**config.mk**
```make
export PLATFORM = sky130hd
export DESIGN_NAME = acc_fault_mon
export DESIGN_NICKNAME = d
export VERILOG_FILES = /design/src/rtl/acc_fault_pkg.sv /design/src/rtl/acc_fault_classify.sv /design/src/rtl/acc_fault_status.sv /design/src/rtl/acc_fault_capture.sv /design/src/rtl/acc_fault_mon.sv
export SDC_FILE = /design/constraint.sdc
export NUM_CORES = 1
export LEC_CHECK = 0
export BUFFER_PORTS_ARGS = -buffer_cell sky130_fd_sc_hd__buf_2
export CAP_MARGIN = 20
export CORE_ASPECT_RATIO = 2
export CORE_MARGIN = 4
export CORE_UTILIZATION = 49
export DETAILED_ROUTE_END_ITERATION = 10
export PLACE_DENSITY_LB_ADDON = 0.08
export SYNTH_ARGS = -nofsm -noshare
export SYNTH_HDL_FRONTEND = slang
export SYNTH_SLANG_ARGS = --single-unit
```
**constraint.sdc**
```tcl
create_clock -name clk -period 4.65 [get_ports clk]
set_input_delay 0.93 -clock clk [delete_from_list [all_inputs] [get_ports clk]]
set_output_delay 0.93 -clock clk [all_outputs]
set_load 0.02 [all_outputs]
```
**src/rtl/acc_fault_pkg.sv**
```systemverilog
package acc_fault_pkg;
  localparam int EV_PROT = 0;
  localparam int EV_ADDR = 1;
  localparam int EV_LOCK = 2;
  localparam int NUM_EV  = 3;

  typedef enum logic [2:0] {
    OFF_RAW    = 3'd0,
    OFF_ENSTAT = 3'd1,
    OFF_ENSET  = 3'd2,
    OFF_ENCLR  = 3'd3,
    OFF_FADDR  = 3'd4,
    OFF_FTYPE  = 3'd5,
    OFF_FATTR  = 3'd6,
    OFF_FCLR   = 3'd7
  } reg_off_e;

  typedef struct packed {
    logic priv;
    logic secure;
    logic write;
  } acc_attr_t;
endpackage

```
**src/rtl/acc_fault_classify.sv**
```systemverilog
module acc_fault_classify
  import acc_fault_pkg::*;
#(
  parameter int ADDR_W      = 12,
  parameter int PART_SHIFT  = 8,
  parameter int NUM_PART    = 4,
  parameter int LEGAL_WORDS = 1000,
  parameter logic [NUM_PART-1:0] SEC_PARTS  = 4'b1100,
  parameter logic [NUM_PART-1:0] PRIV_PARTS = 4'b1010
) (
  input  logic                valid,
  input  logic                write,
  input  logic [ADDR_W-1:0]   addr,
  input  logic                secure,
  input  logic                priv,
  input  logic [NUM_PART-1:0] part_lock,
  output logic [NUM_EV-1:0]   ev
);
  localparam int IDX_W = ADDR_W - PART_SHIFT;
  localparam logic [ADDR_W:0] LIMIT = (ADDR_W+1)'(LEGAL_WORDS);

  logic                legal;
  logic [IDX_W-1:0]    idx;
  logic [NUM_PART-1:0] hit;
  logic [NUM_PART-1:0] rights_short;

  assign legal = ({1'b0, addr} < LIMIT);
  assign idx   = addr[ADDR_W-1:PART_SHIFT];

  // one decode slice per partition
  generate
    for (genvar p = 0; p < NUM_PART; p++) begin : g_part
      assign hit[p]          = legal && (idx == IDX_W'(p));
      assign rights_short[p] = (SEC_PARTS[p] && !secure) ||
                               (PRIV_PARTS[p] && !priv);
    end
  endgenerate

  always_comb begin
    ev          = '0;
    ev[EV_ADDR] = valid && !legal;
    ev[EV_LOCK] = valid && write && |(hit & part_lock);
    ev[EV_PROT] = valid && |(hit & rights_short);
  end
endmodule

```
**src/rtl/acc_fault_status.sv**
```systemverilog
module acc_fault_status
  import acc_fault_pkg::*;
#(
  parameter int NEV = NUM_EV
) (
  input  logic           clk,
  input  logic           rst,
  input  logic [NEV-1:0] ev,
  input  logic [NEV-1:0] wbits,
  input  logic           set_we,
  input  logic           clr_we,
  input  logic           ack_we,
  output logic [NEV-1:0] raw_q,
  output logic [NEV-1:0] en_q,
  output logic           irq_q
);
  logic [NEV-1:0] raw_d;
  logic [NEV-1:0] en_d;

  generate
    for (genvar i = 0; i < NEV; i++) begin : g_bit
      // a new event outranks an acknowledge in the same cycle
      assign raw_d[i] = ev[i] | (raw_q[i] & ~(ack_we & wbits[i]));
      assign en_d[i]  = (set_we & wbits[i]) | (en_q[i] & ~(clr_we & wbits[i]));
    end
  endgenerate

  always_ff @(posedge clk) begin
    if (rst) begin
      raw_q <= '0;
      en_q  <= '0;
      irq_q <= 1'b0;
    end else begin
      raw_q <= raw_d;
      en_q  <= en_d;
      irq_q <= |(raw_d & en_d);
    end
  end
endmodule

```
**src/rtl/acc_fault_capture.sv**
```systemverilog
module acc_fault_capture
  import acc_fault_pkg::*;
#(
  parameter int ADDR_W = 12
) (
  input  logic              clk,
  input  logic              rst,
  input  logic [NUM_EV-1:0] ev,
  input  logic [ADDR_W-1:0] addr,
  input  acc_attr_t         attr,
  input  logic              rearm,
  output logic              held_q,
  output logic [ADDR_W-1:0] addr_q,
  output logic [NUM_EV-1:0] type_q,
  output acc_attr_t         attr_q
);
  logic take;

  // a fault arriving with the re-arm is logged, not dropped
  assign take = (|ev) && (!held_q || rearm);

  always_ff @(posedge clk) begin
    if (rst) begin
      held_q <= 1'b0;
      addr_q <= '0;
      type_q <= '0;
      attr_q <= '0;
    end else if (take) begin
      held_q <= 1'b1;
      addr_q <= addr;
      type_q <= ev;
      attr_q <= attr;
    end else if (rearm) begin
      held_q <= 1'b0;
      addr_q <= '0;
      type_q <= '0;
      attr_q <= '0;
    end
  end
endmodule

```
**src/rtl/acc_fault_mon.sv**
```systemverilog
module acc_fault_mon
  import acc_fault_pkg::*;
#(
  parameter int ADDR_W      = 12,
  parameter int PART_SHIFT  = 8,
  parameter int NUM_PART    = 4,
  parameter int LEGAL_WORDS = 1000,
  parameter logic [NUM_PART-1:0] SEC_PARTS  = 4'b1100,
  parameter logic [NUM_PART-1:0] PRIV_PARTS = 4'b1010,
  parameter int REG_AW      = 4,
  parameter int DATA_W      = 32
) (
  input  logic                clk,
  input  logic                rst,
  input  logic                mon_valid,
  input  logic                mon_write,
  input  logic [ADDR_W-1:0]   mon_addr,
  input  logic                mon_secure,
  input  logic                mon_priv,
  input  logic [NUM_PART-1:0] part_lock,
  input  logic                cfg_wr,
  input  logic                cfg_rd,
  input  logic [REG_AW-1:0]   cfg_addr,
  input  logic [DATA_W-1:0]   cfg_wdata,
  output logic [DATA_W-1:0]   cfg_rdata,
  output logic                irq
);
  logic [NUM_EV-1:0] ev;
  logic [NUM_EV-1:0] raw_q;
  logic [NUM_EV-1:0] en_q;
  logic              held_q;
  logic [ADDR_W-1:0] flt_addr_q;
  logic [NUM_EV-1:0] flt_type_q;
  acc_attr_t         flt_attr_q;
  acc_attr_t         acc_attr;
  logic              in_map;
  reg_off_e          off;
  logic              we_set, we_clr, we_ack, fault_clr;
  logic [DATA_W-1:0] rd_mux;

  assign acc_attr = '{priv: mon_priv, secure: mon_secure, write: mon_write};

  acc_fault_classify #(
    .ADDR_W(ADDR_W), .PART_SHIFT(PART_SHIFT), .NUM_PART(NUM_PART),
    .LEGAL_WORDS(LEGAL_WORDS), .SEC_PARTS(SEC_PARTS), .PRIV_PARTS(PRIV_PARTS)
  ) u_cls (
    .valid(mon_valid), .write(mon_write), .addr(mon_addr),
    .secure(mon_secure), .priv(mon_priv), .part_lock(part_lock), .ev(ev)
  );

  // control decode: offsets live in the low three bits, rest must be zero
  assign in_map    = (cfg_addr[REG_AW-1:3] == '0);
  assign off       = reg_off_e'(cfg_addr[2:0]);
  assign we_set    = cfg_wr && in_map && (off == OFF_ENSET);
  assign we_clr    = cfg_wr && in_map && (off == OFF_ENCLR);
  assign we_ack    = cfg_wr && in_map && (off == OFF_ENSTAT);
  assign fault_clr = cfg_wr && in_map && (off == OFF_FCLR) && cfg_wdata[0];

  acc_fault_status #(.NEV(NUM_EV)) u_stat (
    .clk(clk), .rst(rst), .ev(ev), .wbits(cfg_wdata[NUM_EV-1:0]),
    .set_we(we_set), .clr_we(we_clr), .ack_we(we_ack),
    .raw_q(raw_q), .en_q(en_q), .irq_q(irq)
  );

  acc_fault_capture #(.ADDR_W(ADDR_W)) u_cap (
    .clk(clk), .rst(rst), .ev(ev), .addr(mon_addr), .attr(acc_attr),
    .rearm(fault_clr), .held_q(held_q), .addr_q(flt_addr_q),
    .type_q(flt_type_q), .attr_q(flt_attr_q)
  );

  always_comb begin
    rd_mux = '0;
    if (in_map) begin
      case (off)
        OFF_RAW:    rd_mux = DATA_W'(raw_q);
        OFF_ENSTAT: rd_mux = DATA_W'(raw_q & en_q);
        OFF_ENSET,
        OFF_ENCLR:  rd_mux = DATA_W'(en_q);
        OFF_FADDR:  rd_mux = DATA_W'(flt_addr_q);
        OFF_FTYPE:  rd_mux = DATA_W'({held_q, flt_type_q});
        OFF_FATTR:  rd_mux = DATA_W'(flt_attr_q);
        default:    rd_mux = '0;
      endcase
    end
  end

  always_ff @(posedge clk) begin
    if (rst)         cfg_rdata <= '0;
    else if (cfg_rd) cfg_rdata <= rd_mux;
  end
endmodule

```
==> results.py, run 1 <==
metrics = {
    "place": {
        "gp_congestion": 0.815,
        "dp.final_hpwl_mm": 3.50,
        "portBuffers": 43,
    },
    "die": {
        "dieHeight_um": 95.4,
        "pin_count": 93,
        "row_count": 31,
        "start_util": 0.513,
        "core_area_um2": 3650,
        "die_x_um": 51.7,
        "die_area_um2": 4930,
    },
    "min_path": {
        "holdCritPathClass": "register to register",
    },
    "finish": {
        "final_nets": 292,
        "diodes": 0,
        "drive_above_1_share": 0.322,
        "fill_cells": 387,
        "area_growth_syn_to_layout_pct": 13.1,
    },
    "route": {
        "drt_wl_total_mm": 4.57,
        "wire_per_inst_um": 16.2,
        "vias": 1560,
        "firstDrtPassIters": 4,
        "vias_per_cell": 5.53,
        "drtIter0Drc": 46,
        "antenna_left": 0,
        "drc_errors": 0,
    },
    "clocking": {
        "cts_buffers": 5,
        "root_buffer": "clkbuf_8",
        "clockBufferDepth": 2,
        "clkTransAtPathRegs_ns": 0.07,
        "htreeDepth": 2,
        "cts_tree": "built",
        "insertion_delay_ns": 0.29,
        "post_cts_buffers": 0,
        "post_cts_resized": 0,
        "clock-sinks": 38,
        "cts_hold_buf": 0,
    },
    "synth": {
        "synth_sequential_area_ratio": 0.407,
        "synth_top_cell_by_area": "dfxtp_1",
        "synth.area.top_cells": "dfxtp_1 41%, buf_4 8.4%, a22o_2 5.9%",
        "async_flop_share": 0,
        "synth_edf_count": 0,
        "ys_ff_latch": 38,
        "synth_cell_types": 43,
        "synth_warnings": 0,
        "syn_inst": 193,
        "netlist_area_um2": 1870,
        "netlist.area_leader.share": 0.407,
        "synth_ff_type": "dfxtp_1",
        "avgSynthCellArea_um2": 9.69,
    },
    "worst_setup_path": {
        "critPathCapture": "u_cap.addr_q[3]$_SDFFE_PP0P_",
        "end_kind": "register",
        "slowest_delay_ns": 0.86,
        "rr_endpoint": "u_cap.addr_q[3]$_SDFFE_PP0P_",
        "crit_path_max_fanout": 15,
        "r2r_cells": 4,
        "worstSetupStartpoint": "mon_addr[4]",
        "worstPathArrival_ns": 2.85,
        "critPathKind": "input port to register",
        "critical_path.reg2reg.startpoint": "u_cap.held_q$_SDFFE_PP0P_",
        "cp_top_family": "compound AO/OA/AOI/OAI gates",
        "worst_path_max_delay_cell": "o41ai_4",
        "crit_cells": 6,
        "ff2ff_setup_slack_ns": 3.05,
        "crit_required_ns": 4.88,
        "crit_path_start_kind": "input port",
        "path_cells": "buf_2 > o2111a_2 > a21oi_4 > o21ai_4 > o41ai_4 > a22o_2",
        "crit_buf_inv": 1,
    },
    "power_and_ir_drop": {
        "total_power_w": 0.000727,
        "p_clk_frac": 0.376,
        "switchingPower_w": 0.000186,
        "combinationalPowerShare": 0.144,
        "p_leak_nw": 0.924,
        "swShare": 0.256,
        "p_int_w": 0.000541,
        "powerDensity_nw_per_um2": 344,
        "irDropWorstVdd_v": 0.000289,
        "power_frac_seq": 0.480,
    },
    "timing": {
        "finalMaxSlewViolations": 0,
        "worst_pin_slew_ns": 0.917,
        "finalSetupViolCount": 0,
        "min_period_ns": 2.62,
        "fin_crit_sh": 0.563,
        "finalSetupTns_ns": 0,
        "finClkSkew_ns": 0.00796,
        "hold_viol_final": 0,
        "rsz0062_at_grt": "false",
        "max_slew_margin": 0.387,
        "fmax_ghz": 0.382,
    },
    "global_route": {
        "antenna_found_initial": 0,
        "grt_max_degree": 27,
        "grt_pass1_wl_mm": 7.29,
        "grtUsageTotal": 0.196,
        "grt_pass1_vias": 1557,
        "grt_overflow": 0,
    },
    "flow_run": {
        "cap_violations": 0,
    },
    "status": {
        "status": "completed",
    },
}
[cell usage after synthesis, types with 2 or more instances]
| cell type | number |
|---|---|
| mux2i_1 | 5 |
| a21o_2 | 2 |
| a21boi_0 | 2 |
| or3_1 | 4 |
| o41ai_1 | 2 |
| a22o_1 | 2 |
| buf_2 | 2 |
| a22oi_1 | 8 |
| nand3b_1 | 2 |
| o21a_1 | 3 |
| nand2_1 | 2 |
| inv_1 | 9 |
| buf_4 | 21 |
| a2bb2oi_1 | 6 |
| a22o_2 | 11 |
| nand3_1 | 5 |
| buf_6 | 2 |
| mux2_2 | 3 |
| clkbuf_1 | 5 |
| a21oi_1 | 7 |
| o22ai_1 | 4 |
| dfxtp_1 | 38 |
| a32o_1 | 2 |
| o21ai_0 | 7 |
| o21ba_2 | 2 |
| nor3_1 | 3 |
| nor2_1 | 18 |
[metrics by stage]
step | cell area [um^2] | std cells | worst slack (ns) | utilization | hold slack, ns
global placement | 2010 | 274 | 1.78 | 0.551 | 0.457
detailed placement | 2010 | 274 | 1.74 | 0.551 | 0.460
finish | 2110 | 282 | 2.03 | 0.580 | 0.476
floorplan | 1940 | 212 | 2.33 | - | 0.443
CTS | 2110 | 282 | 2.04 | 0.580 | 0.477
global route | 2110 | 282 | 1.91 | 0.580 | 0.492
[final cells by class]
class                   count  area, um^2  area share
multi-input cells         135         937       0.443
flip-flops and latches     38         761       0.360
repair buffers             43         215       0.102
clock buffers               7        76.3      0.0361
well taps                  49        61.3      0.0290
inverters                   9        33.8      0.0160
clock inverters             1        30.0      0.0142
[registers in the layout, summed over array words and instances (netlist names)]
register / flops
u_stat.irq_q: 1
u_stat.en_q: 3
u_cap.addr_q: 12
u_cap.held_q: 1
u_cap.attr_q: 3
u_stat.raw_q: 3
u_cap.type_q: 3
cfg_rdata: 12
[worst min path at each step]
stage                                             start                             to  cells after the start
after floorplan           u_cap.addr_q[10]$_SDFFE_PP0P_  u_cap.addr_q[10]$_SDFFE_PP0P_                      1
after global placement    u_cap.addr_q[10]$_SDFFE_PP0P_  u_cap.addr_q[10]$_SDFFE_PP0P_                      1
after detailed placement  u_cap.addr_q[11]$_SDFFE_PP0P_  u_cap.addr_q[11]$_SDFFE_PP0P_                      1
after CTS                 u_cap.addr_q[11]$_SDFFE_PP0P_  u_cap.addr_q[11]$_SDFFE_PP0P_                      1
after global routing      u_cap.addr_q[11]$_SDFFE_PP0P_  u_cap.addr_q[11]$_SDFFE_PP0P_                      1
final                     u_cap.addr_q[11]$_SDFFE_PP0P_  u_cap.addr_q[11]$_SDFFE_PP0P_                      1
[kinds of logic after synthesis]
group / after synthesis / share of synthesized area
other cells: 1 / 0.00201
mux: 8 / 0.0448
compound gates: 66 / 0.301
simple gates: 41 / 0.116
flops: 38 / 0.407
buf+inv: 39 / 0.130
[metal layers]
| layer | global-route usage | share of wire |
|---|---|---|
| met1 | 0.193 | 0.36 |
| met5 | 0 | 0 |
| met2 | 0.371 | 0.57 |
| met3 | 0.0423 | 0.045 |
| met4 | 0.0941 | 0.030 |
[layout by cell type (no fill, tap or decap), types with 3 or more instances in the layout]
cell,count
buf_2,43
dfxtp_1,38
conb_1,20
nor2_1,18
a22o_2,11
inv_1,9
a22oi_1,8
o21ai_0,7
a21oi_1,7
a2bb2oi_1,6
nand3_1,5
mux2i_1,5
clkbuf_8,5
o22ai_1,4
or3_1,4
o21a_1,3
nor3_1,3
mux2_2,3
[power by group through the flow]
stage / sequential (W) / combinational (W) / clock [W]
floorplan: 0.000354 / 0.0000885 / 0
global placement: 0.000356 / 0.000100 / 0
detailed placement: 0.000356 / 0.000103 / 0
CTS: 0.000349 / 0.000104 / 0.000278
global route: 0.000350 / 0.000114 / 0.000290
finish: 0.000349 / 0.000105 / 0.000273
No activity file was read; power rests on OpenSTA's default activity.
==> inputs of run 2 (changes only) <==
--- a/config.mk
+++ b/config.mk
@@ -5,11 +5,12 @@
 export SDC_FILE = /design/constraint.sdc
 export NUM_CORES = 1
 export LEC_CHECK = 0
+export ABC_AREA = 1
 export BUFFER_PORTS_ARGS = -buffer_cell sky130_fd_sc_hd__buf_2
 export CAP_MARGIN = 20
 export CORE_ASPECT_RATIO = 2
 export CORE_MARGIN = 4
-export CORE_UTILIZATION = 49
+export CORE_UTILIZATION = 42
 export DETAILED_ROUTE_END_ITERATION = 10
 export PLACE_DENSITY_LB_ADDON = 0.08
 export SYNTH_ARGS = -nofsm -noshare
==> constraint.sdc (replaced) <==
create_clock -name clk -period 2.12 [get_ports clk]
set_input_delay 0.424 -clock clk [delete_from_list [all_inputs] [get_ports clk]]
set_output_delay 0.424 -clock clk [all_outputs]
set_load 0.02 [all_outputs]
==> run 2 against run 1 <==
First-iteration DRC count grew 17%. Clock skew shrank 0.0014 ns. Non-clock buffer count grew 5. Synthesized area rose by 4.6%. Die area increased by 19%. Design area is 5.0% higher. Global-route usage fell by 2.1 points. Sequential cell count is the same. Largest power group unchanged. Highest routed layer unchanged.
==> results.py, run 2 <==
metrics = {
    "status": {
        "status": "completed",
    },
    "clocking": {
        "clockBufferDepth": 2,
        "cts_tree": "built",
        "clock-sinks": 38,
        "root_buffer": "clkbuf_8",
        "cts_buffers": 5,
        "post_cts_resized": 0,
        "clkTransAtPathRegs_ns": 0.07,
        "htreeDepth": 2,
        "insertion_delay_ns": 0.29,
        "cts_hold_buf": 0,
        "post_cts_buffers": 0,
    },
    "timing": {
        "finalMaxSlewViolations": 0,
        "rsz0062_at_grt": "false",
        "finalSetupTns_ns": 0,
        "hold_viol_final": 0,
        "finClkSkew_ns": 0.00654,
        "fin_crit_sh": 0.718,
        "fmax_ghz": 0.657,
        "min_period_ns": 1.52,
        "finalSetupViolCount": 0,
    },
    "place": {
        "gp_congestion": 0.804,
        "portBuffers": 43,
        "dp.cells": 347,
        "placed_area_um2": 2120,
        "dp.final_hpwl_mm": 3.75,
    },
    "finish": {
        "seq_area_um2": 761,
        "final_util": 0.502,
        "final_cell_mix": "50 x nand3_1, 43 x buf_2, 38 x dfxtp_1, 30 x a21oi_1, 26 x nand2_1",
        "final_nets": 360,
        "fill_cells": 480,
        "stdcell_area_um2": 2220,
        "drive_above_1_share": 0.229,
        "area_growth_syn_to_layout_pct": 13.6,
        "diodes": 0,
        "largest_registers": "cfg_rdata (12), u_cap.addr_q (12)",
        "layoutNonFillerInstCount": 355,
        "final_common_cell": "nand3_1",
        "multi_input_area_um2": 953,
    },
    "synth": {
        "synth_top_family_by_area": "simple AND/OR/NAND/NOR gates",
        "synth_edf_count": 0,
        "synth_mux_area_frac": 0,
        "synth_sequential_area_ratio": 0.389,
        "synth_compound_area_frac": 0.157,
        "ys_ff_latch": 38,
        "synth.area.top_cells": "dfxtp_1 39%, nand3_1 13%, buf_4 8.5%",
        "synth_top_cell_by_area": "dfxtp_1",
        "netlist_area_um2": 1950,
        "async_flop_share": 0,
        "syn_inst": 257,
        "netlist.area_leader.share": 0.389,
        "synthXorXnorAreaFrac": 0,
        "avgSynthCellArea_um2": 7.60,
        "yosys.area_share.simple": 0.292,
        "synth_fa_ha_area_frac": 0,
        "yosysMostFrequentCell": "nand3_1",
        "synth_ff_type": "dfxtp_1",
        "synth_cell_types": 28,
        "synth_warnings": 0,
        "ys_top_cells_by_count": "50 x nand3_1, 38 x dfxtp_1, 30 x a21oi_1",
    },
    "die": {
        "die_area_um2": 5870,
        "core_area_um2": 4420,
        "row_count": 34,
        "die_x_um": 56.2,
        "pin_count": 93,
        "dieHeight_um": 104,
        "start_util": 0.442,
    },
    "global_route": {
        "grtUsageTotal": 0.175,
        "grt_pass1_vias": 1723,
        "antenna_found_initial": 0,
        "grt_max_degree": 21,
        "grt_overflow": 0,
        "grt_pass1_wl_mm": 8.09,
    },
    "power_and_ir_drop": {
        "powerDensity_nw_per_um2": 683,
        "p_leak_nw": 0.993,
        "irDropWorstVdd_v": 0.000605,
        "total_power_w": 0.00152,
    },
    "min_path": {
        "hold_depth": 3,
        "holdCritPathClass": "input port to register",
    },
    "worst_setup_path": {
        "r2r_cells": 4,
        "crit_path_max_fanout": 9,
        "crit_required_ns": 2.34,
        "worstPathArrival_ns": 1.74,
        "critPathKind": "input port to register",
        "crit_path_start_kind": "input port",
        "end_kind": "register",
    },
    "route": {
        "drtIter0Drc": 54,
        "vias": 1822,
        "vias_per_cell": 5.13,
        "firstDrtPassIters": 4,
        "drt_wl_total_mm": 4.91,
        "drc_errors": 0,
        "antenna_left": 0,
        "wire_per_inst_um": 13.8,
    },
    "flow_run": {
        "cap_violations": 0,
    },
}
## run 2: cell types whose count changed in the layout (fill, tap and decap cells not counted), moves of 4 or more
cell,before,now
a22o_2,11,0
inv_1,9,22
nand3_1,5,50
mux2i_1,5,0
buf_4,0,5
nand2_1,2,26
a2bb2oi_1,6,0
a21oi_1,7,30
or3_1,4,0
## run 2: logic make-up (layout without fill, tap and decap cells)
kind of cell / count (synthesis) / count (layout)
buffers and inverters: 55 / 80
flip-flops: 38 / 38
other: 1 / 20
AO/OA/AOI/OAI: 54 / 54
AND/OR/NAND/NOR: 109 / 109
## run 2: layout make-up
type,count,share of cell area
repair buffers,48,0.114
clock buffers,6,0.0372
flip-flops and latches,38,0.343
inverters,24,0.0406
clock inverters,2,0.00564
multi-input cells,183,0.430
well taps,54,0.0304
## run 2: per-layer routing
metal	wire length (um)	global-route usage	vias up
met5	0	0	-
met4	123	0.0815	0
met3	313	0.0360	12
met2	2670	0.317	64
met1	1800	0.186	824
li1	-	-	922
## run 2: where the power goes
part | switching (W) | internal (W)
clock | 0.000260 | 0.000261
sequential | 0.0000182 | 0.000744
combinational | 0.000161 | 0.0000724
## run 2: worst max-delay path: stages
cell and delay (ns):
buf_2 0.12, nor2_2 0.22, nand3b_1 0.10, nand2_1 0.07, inv_1 0.04, nand2_1 0.06, nand2_1 0.12, nand3_4 0.16
buf_4 0.20, nand3_1 0.08, a21oi_1 0.14
## run 2: through the flow
step,worst slack [ns],hold WS (ns)
after floorplan,0.569,0.456
after detailed placement,0.281,0.455
after CTS,0.592,0.391
after global routing,0.366,0.409
final,0.599,0.401
after global placement,0.309,0.449
## run 2: worst paths after layout
kind,start,endpoint,slack [ns]
worst max-delay path,mon_addr[10],u_cap.attr_q[2]$_SDFFE_PP0P_,0.60
worst min-delay path,mon_addr[2],u_cap.addr_q[2]$_SDFFE_PP0P_,0.40
worst max register to register,u_cap.held_q$_SDFFE_PP0P_,u_cap.addr_q[9]$_SDFFE_PP0P_,1.02
worst min register to register,cfg_rdata[2]$_SDFFE_PP0P_,cfg_rdata[2]$_SDFFE_PP0P_,0.46
==> inputs of run 3 (changes only) <==
--- a/config.mk
+++ b/config.mk
@@ -10,7 +10,7 @@
 export CAP_MARGIN = 20
 export CORE_ASPECT_RATIO = 2
 export CORE_MARGIN = 4
-export CORE_UTILIZATION = 42
+export CORE_UTILIZATION = 46
 export DETAILED_ROUTE_END_ITERATION = 10
 export PLACE_DENSITY_LB_ADDON = 0.08
 export SYNTH_ARGS = -nofsm -noshare
==> constraint.sdc (replaced) <==
create_clock -name clk -period 1.4 [get_ports clk]
set_input_delay 0.28 -clock clk [delete_from_list [all_inputs] [get_ports clk]]
set_output_delay 0.28 -clock clk [all_outputs]
set_load 0.02 [all_outputs]
==> run 3 against run 2 <==
Worst setup slack lost 0.50 ns. Clock skew is 0.00078 ns higher. Die area fell by 7.8%. Sequential power grew 51%. Final cell count up 5.4%. Core utilization grew 9.7 points. Design area rose by 10%. Via count increased by 1.5%. Hold slack worse by 0.14 ns. Largest power group unchanged. Clock-buffer cell count did not move.
==> results.py, run 3 (synthesis gave the netlist of run 2 again) <==
metrics = {
    "min_path": {
        "hold_depth": 3,
        "hold_start": "mon_addr[1]",
        "holdCritPathClass": "input port to register",
        "hold_end": "u_cap.addr_q[1]$_SDFFE_PP0P_",
    },
    "clocking": {
        "cts_buffers": 5,
        "clock-sinks": 38,
        "root_buffer": "clkbuf_8",
        "cts_tree": "built",
        "htreeDepth": 2,
        "post_cts_buffers": 0,
        "clkTransAtPathRegs_ns": 0.08,
        "insertion_delay_ns": 0.29,
        "cts_hold_buf": 0,
        "clockBufferDepth": 2,
    },
    "finish": {
        "fill_cells": 407,
        "drive_above_1_share": 0.298,
        "diodes": 0,
        "final_common_cell": "nand3_1",
        "final_cell_mix": "50 x nand3_1, 43 x buf_2, 38 x dfxtp_1, 28 x a21oi_1, 23 x nand2_1",
        "layoutNonFillerInstCount": 374,
        "largest_registers": "cfg_rdata (12), u_cap.addr_q (12)",
        "final_nets": 381,
        "area_growth_syn_to_layout_pct": 25.2,
        "stdcell_area_um2": 2450,
    },
    "timing": {
        "finClkSkew_ns": 0.00732,
        "fin_crit_sh": 0.931,
        "finalSetupTns_ns": 0,
        "fmax_ghz": 0.767,
        "finalMaxSlewViolations": 0,
        "min_period_ns": 1.30,
        "rsz0062_at_grt": "false",
        "hold_viol_final": 0,
        "finalSetupViolCount": 0,
        "fin_hold_ws_ns": 0.263,
    },
    "place": {
        "gp_congestion": 0.784,
        "dp.final_hpwl_mm": 3.68,
        "portBuffers": 43,
        "dp.cells": 366,
        "placed_area_um2": 2310,
    },
    "worst_setup_path": {
        "crit_path_max_fanout": 7,
        "r2r_cells": 4,
        "rr_endpoint": "u_cap.attr_q[2]$_SDFFE_PP0P_",
        "worstPathArrival_ns": 1.52,
        "crit_required_ns": 1.62,
        "crit_path_start_kind": "input port",
        "critical_path.reg2reg.startpoint": "u_cap.held_q$_SDFFE_PP0P_",
        "end_kind": "register",
        "critPathKind": "input port to register",
        "ff2ff_setup_slack_ns": 0.46,
    },
    "die": {
        "dieHeight_um": 100,
        "die_x_um": 54.1,
        "die_area_um2": 5420,
        "core_area_um2": 4090,
        "pin_count": 93,
        "row_count": 33,
        "start_util": 0.478,
    },
    "power_and_ir_drop": {
        "power_frac_seq": 0.489,
        "p_leak_nw": 1.11,
        "powerDensity_nw_per_um2": 965,
        "p_clk_frac": 0.327,
        "swShare": 0.284,
        "switchingPower_w": 0.000670,
        "combinationalPowerShare": 0.184,
        "p_int_w": 0.00169,
        "irDropWorstVdd_v": 0.000972,
    },
    "route": {
        "antenna_left": 0,
        "vias_per_cell": 4.94,
        "drt_wl_total_mm": 4.80,
        "vias": 1849,
        "wire_per_inst_um": 12.8,
        "firstDrtPassIters": 4,
        "drc_errors": 0,
        "drtIter0Drc": 36,
    },
    "global_route": {
        "grt_max_degree": 20,
        "grt_pass1_wl_mm": 7.49,
        "antenna_found_initial": 0,
        "grtUsageTotal": 0.185,
        "grt_pass1_vias": 1706,
        "grt_overflow": 0,
    },
    "flow_run": {
        "cap_violations": 0,
    },
    "status": {
        "status": "completed",
    },
}
-- run 3: cell count changes in the layout (fill, tap and decap cells not counted), sizes merged --
cell,delta
buf,+21
-- run 3: final cells by class --
type | instances | area (um^2) | share of cell area
Clock buffer | 6 | 82.6 | 0.0338
Clock inverter | 2 | 12.5 | 0.00512
Inverter | 24 | 90.1 | 0.0368
Multi-Input combinational cell | 183 | 992 | 0.406
Sequential cell | 38 | 761 | 0.311
Tap cell | 52 | 65.1 | 0.0266
Timing Repair Buffer | 69 | 443 | 0.181
-- run 3: how the worst max path moves through the flow --
stage	end	startpoint	cells past startpoint	slack, ns
3_3_place_gp	u_cap.type_q[2]$_SDFFE_PP0P_	mon_addr[7]	9	-0.20
3_5_place_dp	u_cap.addr_q[7]$_SDFFE_PP0P_	mon_addr[7]	10	-0.21
6_report	u_cap.addr_q[9]$_SDFFE_PP0P_	mon_addr[5]	9	0.1
2_1_floorplan	u_cap.addr_q[10]$_SDFFE_PP0P_	mon_addr[7]	9	0.03
5_1_grt	u_cap.addr_q[7]$_SDFFE_PP0P_	mon_addr[8]	10	0.02
4_1_cts	u_cap.addr_q[7]$_SDFFE_PP0P_	mon_addr[7]	10	0.09
-- run 3: repair_timing --
action	in CTS	in global routing
resized for setup	0	10
hold endpoints to repair	0	0
setup endpoints to repair	0	3
-- run 3: power by group through the flow --
stage / Combinational [W] / Clock (W) / Sequential (W)
after detailed placement: 0.000410 / 0 / 0.00118
after global routing: 0.000477 / 0.000840 / 0.00116
final: 0.000435 / 0.000772 / 0.00115
after floorplan: 0.000302 / 0 / 0.00117
after global placement: 0.000407 / 0 / 0.00118
after CTS: 0.000412 / 0.000796 / 0.00115
-- run 3: layer usage --
metal / track usage / vias to the layer above / share of wire
met5: 0 / - / 0
met4: 0.0691 / 0 / 0.015
met3: 0.0327 / 6 / 0.039
met2: 0.334 / 43 / 0.56
met1: 0.203 / 835 / 0.39
li1: - / 965 / -
-- run 3: critical path, cell delays in order --
cell and delay [ns]:
buf_2 0.09, nand2_1 0.04, nand3b_1 0.26, o21ai_2 0.19
nand2_1 0.12, nand3_4 0.16, buf_6 0.14, nand3_1 0.09
a21oi_2 0.14
-- run 3: stage by stage --
stage                     total power (W)  worst slack [ns]  utilization
after floorplan                   0.00147            0.0265            -
after global placement            0.00159            -0.202        0.565
after detailed placement          0.00159            -0.211        0.565
after CTS                         0.00236            0.0898        0.588
after global routing              0.00248            0.0203        0.598
final                             0.00236            0.0970        0.598
